--- config.mk ---
export PLATFORM = sky130hd
export DESIGN_NAME = ivec_fetch
export DESIGN_NICKNAME = d
export VERILOG_FILES = /design/src/rtl/ivec_pkg.sv /design/src/rtl/ivec_tblreg.sv /design/src/rtl/ivec_addr.sv /design/src/rtl/ivec_seq.sv /design/src/rtl/ivec_fetch.sv
export SDC_FILE = /design/constraint.sdc
export NUM_CORES = 1
export LEC_CHECK = 0
export ABC_AREA = 1
export BUFFER_PORTS_ARGS = -buffer_cell sky130_fd_sc_hd__buf_4
export CORE_ASPECT_RATIO = 2
export CORE_MARGIN = 3
export CORE_UTILIZATION = 59
export DETAILED_ROUTE_END_ITERATION = 6
export HOLD_SLACK_MARGIN = 0.12
export PLACE_DENSITY = 0.85
export SYNTH_ARGS = -nofsm -noshare
export SYNTH_HDL_FRONTEND = slang
export SYNTH_SLANG_ARGS = --single-unit
--- constraint.sdc ---
create_clock -name clk -period 4.45 [get_ports clk]
set_input_delay 1.335 -clock clk [delete_from_list [all_inputs] [get_ports clk]]
set_output_delay 1.335 -clock clk [all_outputs]
set_load 0.02 [all_outputs]
--- src/rtl/ivec_pkg.sv ---
package ivec_pkg;

   // bytes per vector table entry and the matching index shift
   localparam int unsigned ENTRY_BYTES = 4;
   localparam int unsigned ENTRY_SHIFT = 2;

   typedef enum logic [1:0] {
      ST_IDLE  = 2'd0,
      ST_READ  = 2'd1,
      ST_DONE  = 2'd2,
      ST_FAULT = 2'd3
   } ivec_state_e;

   typedef struct packed {
      logic [15:0] seg;
      logic [15:0] off;
   } far_ptr_t;

endpackage

--- src/rtl/ivec_tblreg.sv ---
module ivec_tblreg #(
   parameter int unsigned ADDR_W    = 20,
   parameter int unsigned LIMIT_W   = 16,
   parameter logic [ADDR_W-1:0]  BASE_RST  = '0,
   parameter logic [LIMIT_W-1:0] LIMIT_RST = LIMIT_W'(16'h03FF)
) (
   input  logic              clk,
   input  logic              rst_n,
   input  logic              wr,
   input  logic              sel,
   input  logic [ADDR_W-1:0] wdata,
   output logic [ADDR_W-1:0] rdata,
   output logic [ADDR_W-1:0] base_o,
   output logic [LIMIT_W-1:0] limit_o
);

   generate
      if (LIMIT_W > ADDR_W) begin : g_bad_width
         $error("ivec_tblreg: LIMIT_W must not exceed ADDR_W");
      end
   endgenerate

   logic [ADDR_W-1:0]  base_q;
   logic [LIMIT_W-1:0] limit_q;

   always_ff @(posedge clk) begin
      if (!rst_n) begin
         base_q  <= BASE_RST;
         limit_q <= LIMIT_RST;
      end else if (wr) begin
         if (sel) limit_q <= wdata[LIMIT_W-1:0];
         else     base_q  <= wdata;
      end
   end

   always_comb begin
      rdata = sel ? ADDR_W'(limit_q) : base_q;
   end

   assign base_o  = base_q;
   assign limit_o = limit_q;

   // a write to the base is visible on the read port one cycle later
   p_base_readback_r4: assert property (@(posedge clk) disable iff (!rst_n)
      (wr && !sel) |=> (sel || rdata == $past(wdata)));

endmodule

--- src/rtl/ivec_addr.sv ---
module ivec_addr #(
   parameter int unsigned ADDR_W      = 20,
   parameter int unsigned NUM_W       = 8,
   parameter int unsigned LIMIT_W     = 16,
   parameter bit          LIMIT_CHECK = 1'b1
) (
   input  logic [ADDR_W-1:0]  base_i,
   input  logic [LIMIT_W-1:0] limit_i,
   input  logic [NUM_W-1:0]   num_i,
   output logic [ADDR_W-1:0]  entry_addr_o,
   output logic               out_of_range_o
);
   import ivec_pkg::*;

   localparam int unsigned SPAN_W = NUM_W + ENTRY_SHIFT;
   localparam int unsigned CMP_W  = (SPAN_W > LIMIT_W) ? SPAN_W : LIMIT_W;

   generate
      if (SPAN_W > ADDR_W) begin : g_bad_width
         $error("ivec_addr: table span wider than address space");
      end
   endgenerate

   logic [SPAN_W-1:0] scaled;
   logic [SPAN_W-1:0] span_end;

   always_comb begin
      scaled       = {num_i, {ENTRY_SHIFT{1'b0}}};
      span_end     = {num_i, {ENTRY_SHIFT{1'b1}}};
      entry_addr_o = base_i + ADDR_W'(scaled);
   end

   generate
      if (LIMIT_CHECK) begin : g_limit
         assign out_of_range_o = CMP_W'(span_end) > CMP_W'(limit_i);
      end else begin : g_nolimit
         assign out_of_range_o = 1'b0;
      end
   endgenerate

endmodule

--- src/rtl/ivec_seq.sv ---
module ivec_seq #(
   parameter int unsigned ADDR_W  = 20,
   parameter logic [15:0] RST_SEG = 16'hF000,
   parameter logic [15:0] RST_OFF = 16'hFFF0
) (
   input  logic              clk,
   input  logic              rst_n,
   input  logic              start,
   input  logic              start_rst,
   input  logic              start_flt,
   input  logic [ADDR_W-1:0] entry_addr,
   output logic              mem_req,
   output logic [ADDR_W-1:0] mem_addr,
   input  logic              mem_valid,
   input  logic [7:0]        mem_rdata,
   output logic              busy,
   output logic              done,
   output logic              fault,
   output logic [15:0]       res_seg,
   output logic [15:0]       res_off
);
   import ivec_pkg::*;

   localparam int unsigned IDX_W = $clog2(ENTRY_BYTES);
   localparam logic [IDX_W-1:0] LAST_IDX = IDX_W'(ENTRY_BYTES - 1);

   generate
      if (ENTRY_BYTES != 4) begin : g_bad_entry
         $error("ivec_seq: entry assembly expects four bytes");
      end
   endgenerate

   ivec_state_e        st_q;
   logic [ADDR_W-1:0]  addr_q;
   logic [IDX_W-1:0]   idx_q;
   logic [31:0]        ent_q;
   far_ptr_t           res_q;

   always_ff @(posedge clk) begin
      if (!rst_n) begin
         st_q   <= ST_IDLE;
         addr_q <= '0;
         idx_q  <= '0;
         ent_q  <= '0;
         res_q  <= '0;
      end else begin
         unique case (st_q)
            ST_IDLE: begin
               if (start) begin
                  addr_q <= entry_addr;
                  idx_q  <= '0;
                  if (start_rst) begin
                     res_q.seg <= RST_SEG;
                     res_q.off <= RST_OFF;
                     st_q      <= ST_DONE;
                  end else if (start_flt) begin
                     st_q <= ST_FAULT;
                  end else begin
                     st_q <= ST_READ;
                  end
               end
            end
            ST_READ: begin
               if (mem_valid) begin
                  ent_q <= {mem_rdata, ent_q[31:8]};
                  if (idx_q == LAST_IDX) begin
                     res_q.seg <= {mem_rdata, ent_q[31:24]};
                     res_q.off <= ent_q[23:8];
                     st_q      <= ST_DONE;
                  end else begin
                     idx_q <= idx_q + 1'b1;
                  end
               end
            end
            ST_DONE:  st_q <= ST_IDLE;
            ST_FAULT: st_q <= ST_IDLE;
            default:  st_q <= ST_IDLE;
         endcase
      end
   end

   always_comb begin
      mem_req  = (st_q == ST_READ);
      mem_addr = addr_q + ADDR_W'(idx_q);
      busy     = (st_q != ST_IDLE);
      done     = (st_q == ST_DONE);
      fault    = (st_q == ST_FAULT);
      res_seg  = res_q.seg;
      res_off  = res_q.off;
   end

   // an outstanding read keeps its request and address until answered
   p_req_hold_r8: assert property (@(posedge clk) disable iff (!rst_n)
      (mem_req && !mem_valid) |=> (mem_req && $stable(mem_addr)));

   // completion is a single-cycle pulse
   p_done_pulse_r3: assert property (@(posedge clk) disable iff (!rst_n)
      done |=> !done);

   // results move only together with done
   p_res_only_on_done_r3: assert property (@(posedge clk) disable iff (!rst_n)
      !($stable(res_seg) && $stable(res_off)) |-> done);

   // fault is a single-cycle pulse and never coincides with done
   p_fault_pulse_r6: assert property (@(posedge clk) disable iff (!rst_n)
      fault |=> !fault);
   p_done_fault_excl_r6: assert property (@(posedge clk) disable iff (!rst_n)
      !(done && fault));

   // busy releases right after a result or fault
   p_busy_release_r7: assert property (@(posedge clk) disable iff (!rst_n)
      (done || fault) |=> !busy);

endmodule

--- src/rtl/ivec_fetch.sv ---
module ivec_fetch #(
   parameter int unsigned ADDR_W      = 20,
   parameter int unsigned NUM_W       = 8,
   parameter int unsigned LIMIT_W     = 16,
   parameter bit          LIMIT_CHECK = 1'b1,
   parameter logic [15:0] RST_SEG     = 16'hF000,
   parameter logic [15:0] RST_OFF     = 16'hFFF0
) (
   input  logic              clk,
   input  logic              rst_n,
   input  logic              req_valid,
   input  logic              req_reset,
   input  logic [NUM_W-1:0]  req_num,
   output logic              busy,
   output logic              done,
   output logic              fault,
   output logic [15:0]       res_seg,
   output logic [15:0]       res_off,
   input  logic              reg_wr,
   input  logic              reg_sel,
   input  logic [ADDR_W-1:0] reg_wdata,
   output logic [ADDR_W-1:0] reg_rdata,
   output logic              mem_req,
   output logic [ADDR_W-1:0] mem_addr,
   input  logic              mem_valid,
   input  logic [7:0]        mem_rdata
);

   localparam logic [LIMIT_W-1:0] LIMIT_RST = LIMIT_W'((1 << (NUM_W + 2)) - 1);

   generate
      if (ADDR_W < 16) begin : g_bad_addr
         $error("ivec_fetch: ADDR_W too small");
      end
   endgenerate

   logic [ADDR_W-1:0]  base_w;
   logic [LIMIT_W-1:0] limit_w;
   logic [ADDR_W-1:0]  entry_w;
   logic               oob_w;
   logic               accept;

   assign accept = req_valid && !busy;

   ivec_tblreg #(
      .ADDR_W   (ADDR_W),
      .LIMIT_W  (LIMIT_W),
      .BASE_RST ('0),
      .LIMIT_RST(LIMIT_RST)
   ) u_tblreg (
      .clk    (clk),
      .rst_n  (rst_n),
      .wr     (reg_wr),
      .sel    (reg_sel),
      .wdata  (reg_wdata),
      .rdata  (reg_rdata),
      .base_o (base_w),
      .limit_o(limit_w)
   );

   ivec_addr #(
      .ADDR_W     (ADDR_W),
      .NUM_W      (NUM_W),
      .LIMIT_W    (LIMIT_W),
      .LIMIT_CHECK(LIMIT_CHECK)
   ) u_addr (
      .base_i        (base_w),
      .limit_i       (limit_w),
      .num_i         (req_num),
      .entry_addr_o  (entry_w),
      .out_of_range_o(oob_w)
   );

   ivec_seq #(
      .ADDR_W (ADDR_W),
      .RST_SEG(RST_SEG),
      .RST_OFF(RST_OFF)
   ) u_seq (
      .clk       (clk),
      .rst_n     (rst_n),
      .start     (accept),
      .start_rst (req_reset),
      .start_flt (oob_w),
      .entry_addr(entry_w),
      .mem_req   (mem_req),
      .mem_addr  (mem_addr),
      .mem_valid (mem_valid),
      .mem_rdata (mem_rdata),
      .busy      (busy),
      .done      (done),
      .fault     (fault),
      .res_seg   (res_seg),
      .res_off   (res_off)
   );

   // a power-up request answers with the fixed entry on the next cycle
   p_reset_entry_r5: assert property (@(posedge clk) disable iff (!rst_n)
      (req_valid && !busy && req_reset) |=>
         (done && res_seg == RST_SEG && res_off == RST_OFF));

   // no memory traffic while a fault is reported
   p_fault_no_read_r6: assert property (@(posedge clk) disable iff (!rst_n)
      fault |-> !mem_req);

   // an accepted request makes the block busy on the next cycle
   p_accept_busy_r7: assert property (@(posedge clk) disable iff (!rst_n)
      (req_valid && !busy) |=> busy);

endmodule

* After elaboration in Yosys (flattened, before gate mapping)
Cells that the tools add are included.
Storage, ports and cells: bits of input ports 43, logic and storage cells 51, output and inout port bits 76, bits in registers 124
Cells by class: magnitude comparators 1, $add $sub $neg 3, bitwise gates (word level) 1, equality and inequality tests 9, reduce and logical (&&, ||, !) cells 13, multiplexer cells 16
Operators with widths (count):
- two-way mux 32 bit | 4
- one-hot mux 32 bit (2 select lines) | 1
- adder 20 x 10 -> 20 bit | 1
- adder 20 x 2 -> 20 bit | 1
- two-way mux 20 bit | 1
- greater-than comparator 10 x 16 -> 1 bit | 1
- two-way mux 2 bit | 8
- AND reduction 2 bit | 4
- equality test 2 bit, second input constant | 3
- inequality test 2 bit, second input constant | 3
- one-hot mux 2 bit (3 select lines) | 1
- AND reduction 5 bit | 1
- inequality test 2 x 1 -> 1 bit, second input constant | 2
- one-hot mux 2 bit (2 select lines) | 1
- AND reduction 4 bit | 1
- nonzero test 2 bit | 2
- AND reduction 3 bit | 1
- adder 2 x 1 -> 2 bit, second input constant | 1
- equality test 2 x 1 -> 1 bit, second input constant | 1
- zero test 2 bit | 1
- OR reduction 2 bit | 1
- logical AND 1 bit | 1
- zero test 1 bit | 1
- inverter 1 bit | 1

* Longest topological paths before layout
word-level depth 5, gate-level depth with buffers 13, gate-level depth less buffers 13

* By module
A second synthesis with hierarchy kept.
Unflattened totals: cells, all modules 993, area, all modules 6348.6 µm²
Modules (own cells, without submodules):
- ivec_seq | area each 3676.0 µm², cells an instance 535, instances 1, sequential area each 1601.5 µm²
- ivec_tblreg | area each 1616.6 µm², cells an instance 260, instances 1, sequential area each 720.7 µm²
- ivec_addr | area each 1046.0 µm², cells an instance 196, instances 1, sequential area each 0.0 µm²
- ivec_fetch | area each 10.0 µm², cells an instance 2, instances 1, sequential area each 0.0 µm²

* Least setup slack after synthesis
OpenSTA, ideal clock, no wires.
path kind input -> output, start point in reg_sel, end point out reg_rdata[4], path slack 1.074 ns, arrival 2.041 ns, stages on the path 3, buffers on the path 1, data required time 3.115 ns, path through inv_2 -> clkbuf_1 -> o21ai_0
On the way: cells in the longest elaborated chain, start to end 1
RTL lines:
- start: declaration | RTL line ivec_fetch.sv:20 | input logic reg_sel,
- two-way mux 20 bit | RTL line ivec_tblreg.sv:37 | rdata = sel ? ADDR_W'(limit_q) : base_q;
- end: declaration | RTL line ivec_fetch.sv:22 | output logic [ADDR_W-1:0] reg_rdata,
No other way between the ends.

* Final worst setup path
start point reg u_seq.idx_q[0], end point out mem_addr[16]
On the way: cells in the longest elaborated chain, start to end 1
RTL lines:
- start: declaration | RTL line ivec_seq.sv:35 | logic [IDX_W-1:0] idx_q;
- start signal: assignment | RTL line ivec_seq.sv:71 | idx_q <= idx_q + 1'b1;
- adder 20 x 2 -> 20 bit | RTL line ivec_seq.sv:84 | mem_addr = addr_q + ADDR_W'(idx_q);
- end: declaration | RTL line ivec_fetch.sv:24 | output logic [ADDR_W-1:0] mem_addr,
No other way between the ends.

==> results.cfg <==
[pwr]
p_leak_nw = 3.37
p_int_w = 0.00230
vdd_drop_max_v = 0.000401
p_switching_w = 0.00105
seqPwrFrac_pct = 36.7
swShare_pct = 31.4
power_frac_comb_pct = 22.5
power_density_nw_per_um2 = 466
power_frac_clock_pct = 40.8

[synthesis]
ys.flop_type = dfxtp_1
syn_nets = 877
synth_cell_type_count = 38
synthAdderAreaFrac_pct = 4.85
syn_avg_cell_area_um2 = 7.04
synthXorXnorAreaFrac_pct = 3.52
synthCells = 813
yosysWarnings = 0
synth-compound-area-share_pct = 14.5
synth_area_um2 = 5720
muxShareOfSynthArea_pct = 0
synth-seq-cells = 116
synthSimpleGateAreaFrac_pct = 27.9
synth_top_family_by_area = simple AND/OR/NAND/NOR gates
async_reset_ff_share_pct = 0
seq_area_frac_synth_pct = 40.6
synth-edff-count = 0

[critical_path]
crit_chain = ha_1, fa_1, nand3_2, nor2_2, nand2_1, nor2_2, nand2_2, nor2_2, nand2_1, xnor2_1, buf_4
cp-start-kind = flip-flop
crit_top_cell = nor2_2
crit_path_top_delay_cell = dfxtp_1
max_stage_delay_ns = 0.39
worst-setup-path-type = flip-flop to primary output
reg2reg_slack_ns = 2.23
crit_required_ns = 3.12
arrival_ns = 2.40
cp-end-kind = primary output
crit_fanout = 4

[clock_network]
htree_levels = 4
numClockSinks = 116
clk_latency_ns = 0.41
ctsHoldBuffers = 0
cts_resized = 0
cts_tree = yes
numCtsBuffers = 17
cts.reportedPaths.clkPinSlew_ns = 0.05
root_buffer = clkbuf_16
cts_setup_buffers = 0
clockBufferDepth = 2

[route]
wirelength_mm = 17.0
final_antenna_net_count = 0
drt_iter0_drc = 373
via_per_inst = 5.65
drcViolationCount = 1
wl_per_cell_um = 16.4
vias = 5844
dr.pass1.iters = 7

[layout]
n_fill_cell = 704
area_growth_syn_to_layout_pct = 25.5
layout-drive-gt1-share_pct = 19.4
fin_util_pct = 76.5
antennaDiodeCount = 0
num-nets-final = 982

[hold_path]
hp-class = flip-flop to flip-flop

[timing]
clock_skew_ns = 0.00620
rsz0062_at_grt = false
worst_pin_slew_ns = 0.915
finalCritPeriodShare_pct = 84.0
max_slew_margin_pct = 38.9
finalCriticalPeriod_ns = 3.74
finalSetupViolCount = 0
hold_viol = 0
hold_ws_ns = 0.465
max_freq_mhz = 267
slew_violations = 0
setup_tns_ns = 0
worst_slack_ns = 0.710

[place]
portBuffers = 118
hpwlAfterDp_mm = 12.4
gp_congestion = 0.927
place_ws_ns = 0.990

[grt]
grtUsageTotal_pct = 31.8
grt_pass1_vias = 5899
grt_pass1_wl_mm = 26.6
grt_overflow_total = 0
grt_max_degree = 64
met3_usage_pct = 8.18
gr-usage-met2_pct = 58.1
busiest_layer = met2
antenna_found_initial = 0
met1_usage_pct = 28.2

[die]
die_h_um = 145
rows = 50
die_w_um = 75.6
io_pins = 119
start_util_pct = 61.0
dieArea_um2 = 11000
fp.coreArea_um2 = 9380

[flow_run]
maxCapViolations = 0

[run_status]
failed_checks = design-rule violations
status = complete, but fails checks
[through the flow]
stage | std cells | total power (W) | instance area [µm²]
4_1_cts | 1035 | 0.00335 | 7180
6_report | 1035 | 0.00335 | 7180
3_5_place_dp | 1003 | 0.00199 | 6580
3_3_place_gp | 1003 | 0.00197 | 6580
5_1_grt | 1035 | 0.00349 | 7180
2_1_floorplan | 813 | 0.00173 | 5720
[critical path, delay by kind of cell (launching register included)]
family,cells,cell delay (ns)
flops,1,0.39
simple gates,7,0.85
xor+xnor,1,0.13
buf+inv,1,0.16
fa+ha+maj,2,0.47
[sequential cells by signal, indices dropped and copies added, names as in the netlist]
signal / flops
u_seq.res_off: 16
u_tblreg.limit_o: 16
u_seq.res_seg: 16
u_seq.addr_q: 20
u_seq.st_q: 2
u_seq.idx_q: 2
u_tblreg.base_o: 20
u_seq.ent_q: 24
[layout by cell type (no fill, tap or decap), types with 3 or more instances in the layout]
cell,netlist,final
clkinv_4,0,3
inv_2,7,7
buf_4,0,119
nand2_2,4,4
nand3_1,37,37
o21ai_0,57,57
xor2_1,20,20
nor3_1,11,11
nor2_2,7,7
clkbuf_16,0,17
clkinv_2,1,3
clkbuf_8,0,4
o21ai_1,12,12
dfxtp_1,116,116
xnor2_1,3,3
nand4_1,8,8
nor2_1,92,92
a21oi_1,77,77
nor3_2,3,3
ha_1,19,19
inv_1,75,75
o211ai_1,8,8
clkinvlp_4,0,4
nand2_1,207,207
[synth_stat cells (2+ instances only)]
| cell | instances | area [µm²] |
|---|---|---|
| dfxtp_1 | 116 | 2320 |
| nand2_4 | 2 | 22.5 |
| fa_1 | 2 | 40.0 |
| clkbuf_1 | 21 | 78.8 |
| nand4_1 | 8 | 50.1 |
| nor3_2 | 3 | 30.0 |
| nor3_1 | 11 | 55.1 |
| o21ai_1 | 12 | 60.1 |
| a21oi_1 | 77 | 385 |
| buf_6 | 3 | 33.8 |
| o21ai_0 | 57 | 285 |
| nor2_4 | 2 | 22.5 |
| inv_2 | 7 | 26.3 |
| nor2_1 | 92 | 345 |
| nand3_1 | 37 | 185 |
| nor2_2 | 7 | 43.8 |
| xnor2_1 | 3 | 26.3 |
| buf_2 | 6 | 30.0 |
| nand2_2 | 4 | 25.0 |
| ha_1 | 19 | 238 |
| xor2_1 | 20 | 175 |
| o211ai_1 | 8 | 60.1 |
| nand2_1 | 207 | 777 |
| inv_1 | 75 | 282 |
[worst paths after layout]
kind                                                      start                       endpoint  depth (start not counted)
worst max register to register  u_tblreg.base_o[2]$_SDFFE_PN0P_  u_seq.addr_q[14]$_SDFFE_PN0P_                         13
worst max-delay path                u_seq.idx_q[0]$_SDFFE_PN0P_                   mem_addr[16]                         11
worst min-delay path              u_seq.res_off[0]$_SDFFE_PN0P_  u_seq.res_off[0]$_SDFFE_PN0P_                          2
worst min register to register    u_seq.res_off[0]$_SDFFE_PN0P_  u_seq.res_off[0]$_SDFFE_PN0P_                          2
[per-layer routing]
layer  up-vias  part of all wire (%)
met5         -                     0
li1       2826                     -
met4         0                   7.1
met2       250                    56
met3        86                   5.4
met1      2682                    32
[cell families after synthesis]
group,Yosys count
AND/OR/NAND/NOR,377
XOR/XNOR,23
flip-flops,116
AO/OA/AOI/OAI,158
adder cells (fa/ha/maj),21
buffers and inverters,118
[power groups by stage]
stage                     clock (W)  sequential, W  combinational [W]
final                       0.00137        0.00123           0.000753
after global routing        0.00143        0.00124           0.000825
after CTS                   0.00137        0.00123           0.000755
after detailed placement          0        0.00125           0.000746
after global placement            0        0.00124           0.000728
after floorplan                   0        0.00127           0.000455
[area by class of cell]
class | instances | area, µm² | share of cell area, %
well taps | 104 | 130 | 1.81
flip-flops and latches | 116 | 2320 | 32.3
clock buffers | 21 | 480 | 6.69
repair buffers | 119 | 893 | 12.4
inverters | 85 | 325 | 4.53
clock inverters | 11 | 126 | 1.76
multi-input cells | 579 | 2900 | 40.4
(Power assumes the default switching activity.)
